**config.mk**
```make
export PLATFORM = sky130hd
export DESIGN_NAME = rowstep_ctrl
export DESIGN_NICKNAME = d
export VERILOG_FILES = /design/src/rtl/rowstep_pkg.sv /design/src/rtl/rowstep_cmd_gate.sv /design/src/rtl/rowstep_flags.sv /design/src/rtl/rowstep_seq.sv /design/src/rtl/rowstep_ctrl.sv
export SDC_FILE = /design/constraint.sdc
export NUM_CORES = 1
export LEC_CHECK = 0
export ABC_AREA = 1
export BUFFER_PORTS_ARGS = -buffer_cell sky130_fd_sc_hd__buf_2
export CAP_MARGIN = 0
export CORE_MARGIN = 1
export CORE_UTILIZATION = 35
export DETAILED_ROUTE_END_ITERATION = 7
export HOLD_SLACK_MARGIN = 0.1
export PLACE_DENSITY = 0.65
export SYNTH_ARGS = -nofsm -noshare
export SYNTH_HDL_FRONTEND = slang
export SYNTH_SLANG_ARGS = --single-unit
export TNS_END_PERCENT = 10
```
**constraint.sdc**
```tcl
create_clock -name clk -period 1.9 [get_ports clk]
set_clock_uncertainty 0.2 [all_clocks]
set_input_delay 0.19 -clock clk [delete_from_list [all_inputs] [get_ports clk]]
set_output_delay 0.19 -clock clk [all_outputs]
set_load 0.01 [all_outputs]
```
**src/rtl/rowstep_pkg.sv**
```systemverilog
package rowstep_pkg;

  typedef enum logic [1:0] {
    FN_ROW    = 2'b00,
    FN_CONV   = 2'b01,
    FN_AUXCLR = 2'b10,
    FN_AUXSET = 2'b11
  } fn_t;

  typedef enum logic [2:0] {
    SQ_IDLE,
    SQ_CLR,
    SQ_SRST,
    SQ_SSIG,
    SQ_SETL,
    SQ_GO,
    SQ_WAIT
  } sq_t;

  typedef struct packed {
    logic clr;
    logic srst;
    logic ssig;
    logic hclk;
    logic go;
  } gates_t;

endpackage

```
**src/rtl/rowstep_cmd_gate.sv**
```systemverilog
module rowstep_cmd_gate
  import rowstep_pkg::*;
(
  input  logic       cmd_pulse,
  input  logic [1:0] cmd_code,
  input  logic       busy,
  output logic       accept,
  output logic       go_row,
  output logic       go_conv,
  output logic       aux_set,
  output logic       aux_clr
);

  fn_t fn;

  always_comb begin
    fn      = fn_t'(cmd_code);
    accept  = cmd_pulse && !busy;
    go_row  = accept && (fn == FN_ROW);
    go_conv = accept && (fn == FN_CONV);
    aux_clr = accept && (fn == FN_AUXCLR);
    aux_set = accept && (fn == FN_AUXSET);
  end

endmodule

```
**src/rtl/rowstep_flags.sv**
```systemverilog
module rowstep_flags (
  input  logic clk,
  input  logic rst,
  input  logic accept,
  input  logic aux_set,
  input  logic aux_clr,
  input  logic eoc,
  input  logic vshift_done,
  output logic rdy,
  output logic aux
);

  always_ff @(posedge clk) begin
    if (rst) begin
      rdy <= 1'b1;
      aux <= 1'b0;
    end else begin
      if (accept)
        rdy <= 1'b0;
      else if (eoc || vshift_done)
        rdy <= 1'b1;

      if (aux_set)
        aux <= 1'b1;
      else if (aux_clr)
        aux <= 1'b0;
    end
  end

endmodule

```
**src/rtl/rowstep_seq.sv**
```systemverilog
module rowstep_seq
  import rowstep_pkg::*;
#(
  parameter int CLR_W  = 2,
  parameter int SRST_W = 3,
  parameter int HCLK_W = 2,
  parameter int SETL_W = 4,
  parameter int GO_W   = 1
) (
  input  logic   clk,
  input  logic   rst,
  input  logic   go_row,
  input  logic   go_conv,
  input  logic   eoc,
  output gates_t gates,
  output logic   busy
);

  localparam int SSIG_W = 2 * SRST_W;
  localparam int M1     = (CLR_W > SRST_W) ? CLR_W : SRST_W;
  localparam int M2     = (M1 > SSIG_W) ? M1 : SSIG_W;
  localparam int M3     = (M2 > SETL_W) ? M2 : SETL_W;
  localparam int MAXW   = (M3 > GO_W) ? M3 : GO_W;
  localparam int CW     = $clog2(MAXW + 1);

  localparam logic [CW-1:0] CLR_LD  = CW'(CLR_W - 1);
  localparam logic [CW-1:0] SRST_LD = CW'(SRST_W - 1);
  localparam logic [CW-1:0] SSIG_LD = CW'(SSIG_W - 1);
  localparam logic [CW-1:0] SETL_LD = CW'(SETL_W - 1);
  localparam logic [CW-1:0] GO_LD   = CW'(GO_W - 1);

  sq_t           st_q, st_n;
  logic [CW-1:0] cnt_q, cnt_n;
  logic          last;
  gates_t        gates_n;
  logic          hclk_n;

  assign last = (cnt_q == '0);

  always_comb begin
    st_n  = st_q;
    cnt_n = last ? cnt_q : (cnt_q - CW'(1));
    unique case (st_q)
      SQ_IDLE: begin
        if (go_row) begin
          st_n  = SQ_CLR;
          cnt_n = CLR_LD;
        end else if (go_conv) begin
          st_n  = SQ_GO;
          cnt_n = GO_LD;
        end
      end
      SQ_CLR: if (last) begin
        st_n  = SQ_SRST;
        cnt_n = SRST_LD;
      end
      SQ_SRST: if (last) begin
        st_n  = SQ_SSIG;
        cnt_n = SSIG_LD;
      end
      SQ_SSIG: if (last) begin
        st_n  = SQ_SETL;
        cnt_n = SETL_LD;
      end
      SQ_SETL: if (last) begin
        st_n  = SQ_GO;
        cnt_n = GO_LD;
      end
      SQ_GO: if (last) begin
        st_n  = SQ_WAIT;
        cnt_n = '0;
      end
      SQ_WAIT: if (eoc) st_n = SQ_IDLE;
      default: st_n = SQ_IDLE;
    endcase
  end

  // The shift clock covers the first HCLK_W cycles of the signal gate;
  // a width that fills the whole gate needs no count compare.
  generate
    if (HCLK_W >= SSIG_W) begin : g_hclk_full
      assign hclk_n = (st_n == SQ_SSIG);
    end else begin : g_hclk_part
      localparam logic [CW-1:0] HCLK_TH = CW'(SSIG_W - HCLK_W);
      assign hclk_n = (st_n == SQ_SSIG) && (cnt_n >= HCLK_TH);
    end
  endgenerate

  always_comb begin
    gates_n.clr  = (st_n == SQ_CLR);
    gates_n.srst = (st_n == SQ_SRST);
    gates_n.ssig = (st_n == SQ_SSIG);
    gates_n.hclk = hclk_n;
    gates_n.go   = (st_n == SQ_GO);
  end

  always_ff @(posedge clk) begin
    if (rst) begin
      st_q  <= SQ_IDLE;
      cnt_q <= '0;
      gates <= '0;
      busy  <= 1'b0;
    end else begin
      st_q  <= st_n;
      cnt_q <= cnt_n;
      gates <= gates_n;
      busy  <= (st_n != SQ_IDLE);
    end
  end

endmodule

```
**src/rtl/rowstep_ctrl.sv**
```systemverilog
module rowstep_ctrl
  import rowstep_pkg::*;
#(
  parameter int CLR_W  = 2,
  parameter int SRST_W = 3,
  parameter int HCLK_W = 2,
  parameter int SETL_W = 4,
  parameter int GO_W   = 1
) (
  input  logic       clk,
  input  logic       rst,
  input  logic       cmd_pulse,
  input  logic [1:0] cmd_code,
  input  logic       eoc,
  input  logic       vshift_done,
  output logic       rdy_o,
  output logic       aux_o,
  output logic       busy_o,
  output logic       cell_clr_o,
  output logic       samp_rst_o,
  output logic       samp_sig_o,
  output logic       hclk_o,
  output logic       conv_go_o
);

  logic   accept, go_row, go_conv, aux_set, aux_clr;
  gates_t gates;

  rowstep_cmd_gate u_gate (
    .cmd_pulse (cmd_pulse),
    .cmd_code  (cmd_code),
    .busy      (busy_o),
    .accept    (accept),
    .go_row    (go_row),
    .go_conv   (go_conv),
    .aux_set   (aux_set),
    .aux_clr   (aux_clr)
  );

  rowstep_seq #(
    .CLR_W  (CLR_W),
    .SRST_W (SRST_W),
    .HCLK_W (HCLK_W),
    .SETL_W (SETL_W),
    .GO_W   (GO_W)
  ) u_seq (
    .clk     (clk),
    .rst     (rst),
    .go_row  (go_row),
    .go_conv (go_conv),
    .eoc     (eoc),
    .gates   (gates),
    .busy    (busy_o)
  );

  rowstep_flags u_flags (
    .clk         (clk),
    .rst         (rst),
    .accept      (accept),
    .aux_set     (aux_set),
    .aux_clr     (aux_clr),
    .eoc         (eoc),
    .vshift_done (vshift_done),
    .rdy         (rdy_o),
    .aux         (aux_o)
  );

  assign cell_clr_o = gates.clr;
  assign samp_rst_o = gates.srst;
  assign samp_sig_o = gates.ssig;
  assign hclk_o     = gates.hclk;
  assign conv_go_o  = gates.go;

endmodule

```
# Word level (Yosys, flattened, before mapping)
# Cells that the tools add are included.
totals:
  ff_bits: 14
  in_bits: 7
  output_inout_bits: 8
  wordCells: 61
classes:
  n_addsub: 1
  magnitude_cmp: 1
  eq_ne: 13
  n_mux: 21
  n_reduce_logical: 15
ops:
  columns: ["op", "n"]
  rows:
  - ["two-way mux 3 bit", 15]
  - ["case mux 3 bit (7 select lines)", 1]
  - ["case mux 3 bit (5 select lines)", 1]
  - ["== test 3 x 2 -> 1 bit, second input constant", 4]
  - ["== test 3 bit, second input constant", 4]
  - ["== test 3 x 1 -> 1 bit, second input constant", 2]
  - ["logical AND 1 bit", 6]
  - ["zero test 3 bit", 2]
  - ["== test 2 bit, second input constant", 2]
  - ["two-way mux 1 bit", 4]
  - ["nonzero test 2 bit", 2]
  - [">= comparator 3 bit, second input constant", 1]
  - ["nonzero test 3 bit", 1]
  - ["subtractor 3 x 1 -> 3 bit, second input constant", 1]
  - ["== test 2 x 1 -> 1 bit, second input constant", 1]
  - ["zero test 2 bit", 1]
  - ["OR reduction 2 bit", 1]
  - ["zero test 1 bit", 1]
  - ["logical OR 1 bit", 1]

# Depth between registers and ports, before layout
logic_depth:
  ltp_word: 8
  depth_mapped: 10
  ltp_nobuf: 10

# By module
# From an unflattened synthesis, not the netlist that was laid out.
unflattened:
  hier_cells: 121
  hier_area_um2: 809.5
by_module_without_submodules:
  columns: ["mod", "instances", "cells_each", "area_each_um2", "seq_area_each_um2"]
  rows:
  - ["rowstep_seq", 1, 96, 679.4, 240.2]
  - ["rowstep_flags", 1, 12, 78.8, 40.0]
  - ["rowstep_cmd_gate", 1, 13, 51.3, 0.0]

# Worst setup path before layout
# No wires, ideal clock.
synth_path:
  path_type: "reg-to-reg"
  start: "reg u_seq.cnt_q[0]"
  end: "reg u_seq.cnt_q[0]"
  setup_ps: 115
  arrival_time_ps: 1229
  required_time_ps: 1585
  slack_ps: 357
  stages_incl_launch_ff: 9
  n_path_buf: 0
  synth_period_minus_slack_ps: 1543
  cell_sequence: "dfxtp_1 inv_1 ha_1 nand2_2 ha_1 nor3_1 a21oi_1 o21ai_1 o21a_1"
synth_between:
  elab_chain_cells: 5
  word_cells_on_any_way: 10
  classes_between: "1 x add/sub; 8 x mux; 1 x reduce/logical"
synth_lines:
  columns: ["item", "line_no", "text"]
  rows:
  - ["start, declared", "rowstep_seq.sv:33", "logic [CW-1:0] cnt_q, cnt_n;"]
  - ["start signal, assigned", "rowstep_seq.sv:105", "cnt_q <= cnt_n;"]
  - ["subtractor 3 x 1 -> 3 bit / zero test 3 bit (equally long branches)", "rowstep_seq.sv:42, rowstep_seq.sv:38", null]
  - ["two-way mux 3 bit", "rowstep_seq.sv:42", "cnt_n = last ? cnt_q : (cnt_q - CW'(1));"]
  - ["two-way mux 3 bit", "rowstep_seq.sv:48", "end else if (go_conv) begin"]
  - ["two-way mux 3 bit", "rowstep_seq.sv:45", "if (go_row) begin"]
  - ["case mux 3 bit (5 select lines) (*)", "rowstep_seq.sv:43", "unique case (st_q)"]
# Every way passes the cells marked *; elsewhere a longest branch is shown, timed or not.
# A chain may end at the register's enable or synchronous reset.

# Final worst setup path
# Same ends and word-level chain as after synthesis.

==> summary by stage <==
Placed design
The number of buffers inserted by port buffering is 14. In this run, placement finished with an instance count of 142. The detailed placer's ending HPWL is 1210 um.

The congestion estimate from routability-driven global placement came to 0.852. The post-place setup slack is 0.215 ns. The placement-stage cell area is 855 um^2.

Detailed routing
The detailed-route vias per instance is 4.54. The total number of vias is 686. Summed over all layers, the routed wires come to 1500 um. The antenna violation net count after detailed routing is 0. After detailed routing, the average wire length per cell comes to just under 10 um.

The first TritonRoute pass finished after 4 iterations. The post-detailed-route DRC marker count is 0. The number of violations reported at the end of detailed-routing iteration 0 is 5.

Timing
The fraction of the cycle the final worst path needs is 0.897. For the pin with the worst max-slew slack, the measured transition is 0.250 ns. Setup repair after global routing left no endpoint under its margin. The worst path in the final design needs a cycle of 1.70 ns, including I/O delays and setup.

Setup violations remaining at the end of the flow were counted as 0. The tightest hold path in the finished design has a slack of 0.122 ns. Once routing completed, OpenROAD measured the worst setup slack at between 0.15 and 0.2 ns. Measured against its own limit, the worst slew margin works out to 0.831. The total count of hold-check failures in the final report came to 0. Summed over all failing endpoints, the final setup total negative slack is 0 ns.

Based on the critical path, the design can be clocked at up to 587 MHz. The number of pins with negative max-slew slack in the final report is 0.

Flow run
The number of max-capacitance violations reported is 0.

Logic synthesis
The portion of synthesized area spent on multiplexers is 0. By area the synthesized netlist is led by dfxtp_1, nand2_1, inv_1, ha_1, nand2_2. Of the total synthesized cell area, the portion taken by full adders, half adders and majority gates is 0.0667. The share of the synthesized area in compound gates (AO/OA/AOI/OAI) was 0.100. The xor/xnor cell area share of the yosys netlist is 0.0117. The proportion of synthesized chip area in sequential cells is 0.373.

The total of flip-flops plus latches after synthesis is 14. After synthesis the cells add up to approximately 750 um^2. Of the total synthesized cell area, the portion taken by AND, OR, NAND and NOR gates is 0.358. By area, the combinational part of the netlist is dominated by simple AND/OR/NAND/NOR gates. dfxtp_1 takes more of the synthesized area than any other cell. The Yosys step of the flow raised 0 warnings. The number of library cell types mapped by synthesis is 22. The average instance in the mapped netlist occupies 7.43 um^2. The gate count of the mapped netlist is 101. The share of synthesized area in the top cell type comes to 0.373. The synthesized netlist net count is 112.

Global routing
The remaining global-route overflow is 0. The total global routing track utilization is 0.147. Entering global routing, the biggest net connects 10 pins. The first global-routing pass estimated 2700 um of wire. The number of antenna violations at the first check in global routing is 0. The via count of the first global-routing pass was 663.

Finish
The number of standard cells in the layout, taps in and fillers out is approximately 150. The proportion of layout cells with a drive suffix above 1 is 0.282. Relative to the synthesized area, the layout overhead comes to 24.8%.

With fillers left out, the area of the finished cells amounts to 937 um^2. The number of antenna diodes in the final layout is 0. After the last flow step, the layout net total stands at 137.

Clocking
Clock latency on the worst-skew pair, taken at its later pin, is 0.27 ns. The post-cts repair resize count is 0. Clock tree synthesis found a total of 14 sinks. The longest clock path from root to sink contains 2 buffers. Clock tree synthesis selected as its root buffer the cell clkbuf_4.

The CTS H-tree depth is 1. Clock-pin slew was measured on the worst setup and hold paths at 0.08 ns. The CTS tree is yes. In this run, CTS created clock tree buffers numbering 3.

Setup path
The critical path goes through inv_1, ha_1, nand2_2, ha_1, nor3_1, a21oi_1, o21ai_1, o21a_1. On the critical path, the stage with the largest delay is an instance of dfxtp_1. Setup slack on the worst reg-to-reg path comes out at 0.20 ns. On the worst path, the slowest cell contributes a delay of 0.35 ns. The start-to-end type of the worst setup path is flip-flop to flip-flop. The largest fanout on the critical path is 9. The worst setup path is captured at a flip-flop. STA puts the critical path data arrival time at around 1.7 ns. The buffering stage count on the worst path with inverters included is 1. STA classifies the critical path startpoint as a flip-flop. On the critical path the largest part of the delay comes from adder cells.

The library cell appearing most often on the critical path is ha_1. The required time at the worst-slack endpoint is 1.87 ns.

Pwr
Power spread over the standard cell area amounts to 1390 nW/um^2. The worst-case IR drop observed on VDD is 0.910 mV. Summed over all cells, the static leakage comes to 0.501 nW.

Die
The floorplan step defined a core boundary enclosing 1980 um^2. The die footprint is 2330 um^2. For this configuration, the core starts out at a cell density of 0.379. The floorplan step set the die width to just under 50 um.

The height of the chip is 48.3 um. In this run the core area contains 16 standard-cell rows. The top-level I/O count is 15.

Min path
The tightest min-delay check is of the input pin to flip-flop type.

Status
The run finished with clean final reports.
[cells by family after synthesis]
family / Yosys count
xor gates and xnor gates: 1
and+or+nand+nor: 51
DFF: 14
adders and majority gates: 4
AOI/OAI and AO/OA: 13
buffers and inverters: 18
[routing by layer]
layer / GRT usage / routed length (um) / vias to the layer above
met1: 0.180 / 694 / 306
met3: 0.0283 / 42 / 2
met4: 0.0588 / 11 / 0
met2: 0.254 / 750 / 14
met5: 0 / 0 / -
li1: - / - / 364
[where the power goes]
part / switching, mW / internal, mW
Sequential: 0.0634 / 0.377
Clock: 0.0885 / 0.0734
Combinational: 0.437 / 0.267
Total: 0.589 / 0.718
[worst reg2reg max path, stage by stage (launching register included)]
cell and delay [ns]:
dfxtp_1 0.35, inv_1 0.08, ha_1 0.22, nand2_2 0.16, ha_1 0.18, nor3_1 0.05
a21oi_1 0.12, o21ai_1 0.08, o21a_1 0.16
[registers in the layout, indices dropped and copies added (netlist names)]
register     count
u_seq.cnt_q      3
u_seq.gates      5
u_flags.rdy      1
u_flags.aux      1
u_seq.st_q       3
u_seq.busy       1
[layout make-up]
type	count	area [um^2]
Multi-Input combinational cell	69	403
Tap cell	27	33.8
Timing Repair Buffer	20	130
Inverter	18	67.6
Sequential cell	14	280
Clock buffer	3	22.5
Fill cell	192	1040
[worst paths after layout]
kind	from	to	depth (start not counted)
worst max-delay path	u_seq.cnt_q[0]	u_seq.cnt_q[0]	8
worst min-delay path	cmd_code[1]	u_flags.aux	4
worst max register to register	u_seq.cnt_q[0]	u_seq.cnt_q[0]	8
worst min register to register	u_flags.aux	u_flags.aux	2
[synth_stat cells]
cell type  number
o21ai_0         4
nand2_1        20
o21ai_1         1
nand2_2         6
inv_2           4
nand3_1         6
nor2_2          2
nand4_1         1
dfxtp_1        14
nor3_1          1
nor3_2          1
nand3_2         3
o21bai_1        2
nor2_1          9
ha_1            4
nor2_4          1
o21a_1          1
o31ai_1         1
a21oi_1         4
inv_1          14
xor2_1          1
nand3_4         1
[what timing repair did]
action	4_1_cts	5_1_grt
hold endpoints to repair	6	0
buffers inserted	0	0
hold buffers	6	0
[cell usage in the layout (no fill, tap or decap), drive strengths merged]
cell and count:
nand2 26, nand3 10, nor3 2, nand4 1, o21bai 2, dfxtp 14, dlygate4sd3 6, buf 14
ha 4, o21ai 5, o21a 1, xor2 1, inv 18, a21oi 4, clkbuf 3, nor2 12
o31ai 1
[metrics by stage]
stage,utilization,power (mW)
global route,0.473,1.44
CTS,0.473,1.32
finish,0.473,1.31
floorplan,-,0.977
detailed placement,0.431,1.14
global placement,0.431,1.12
Power figures use the tool's default switching activity.
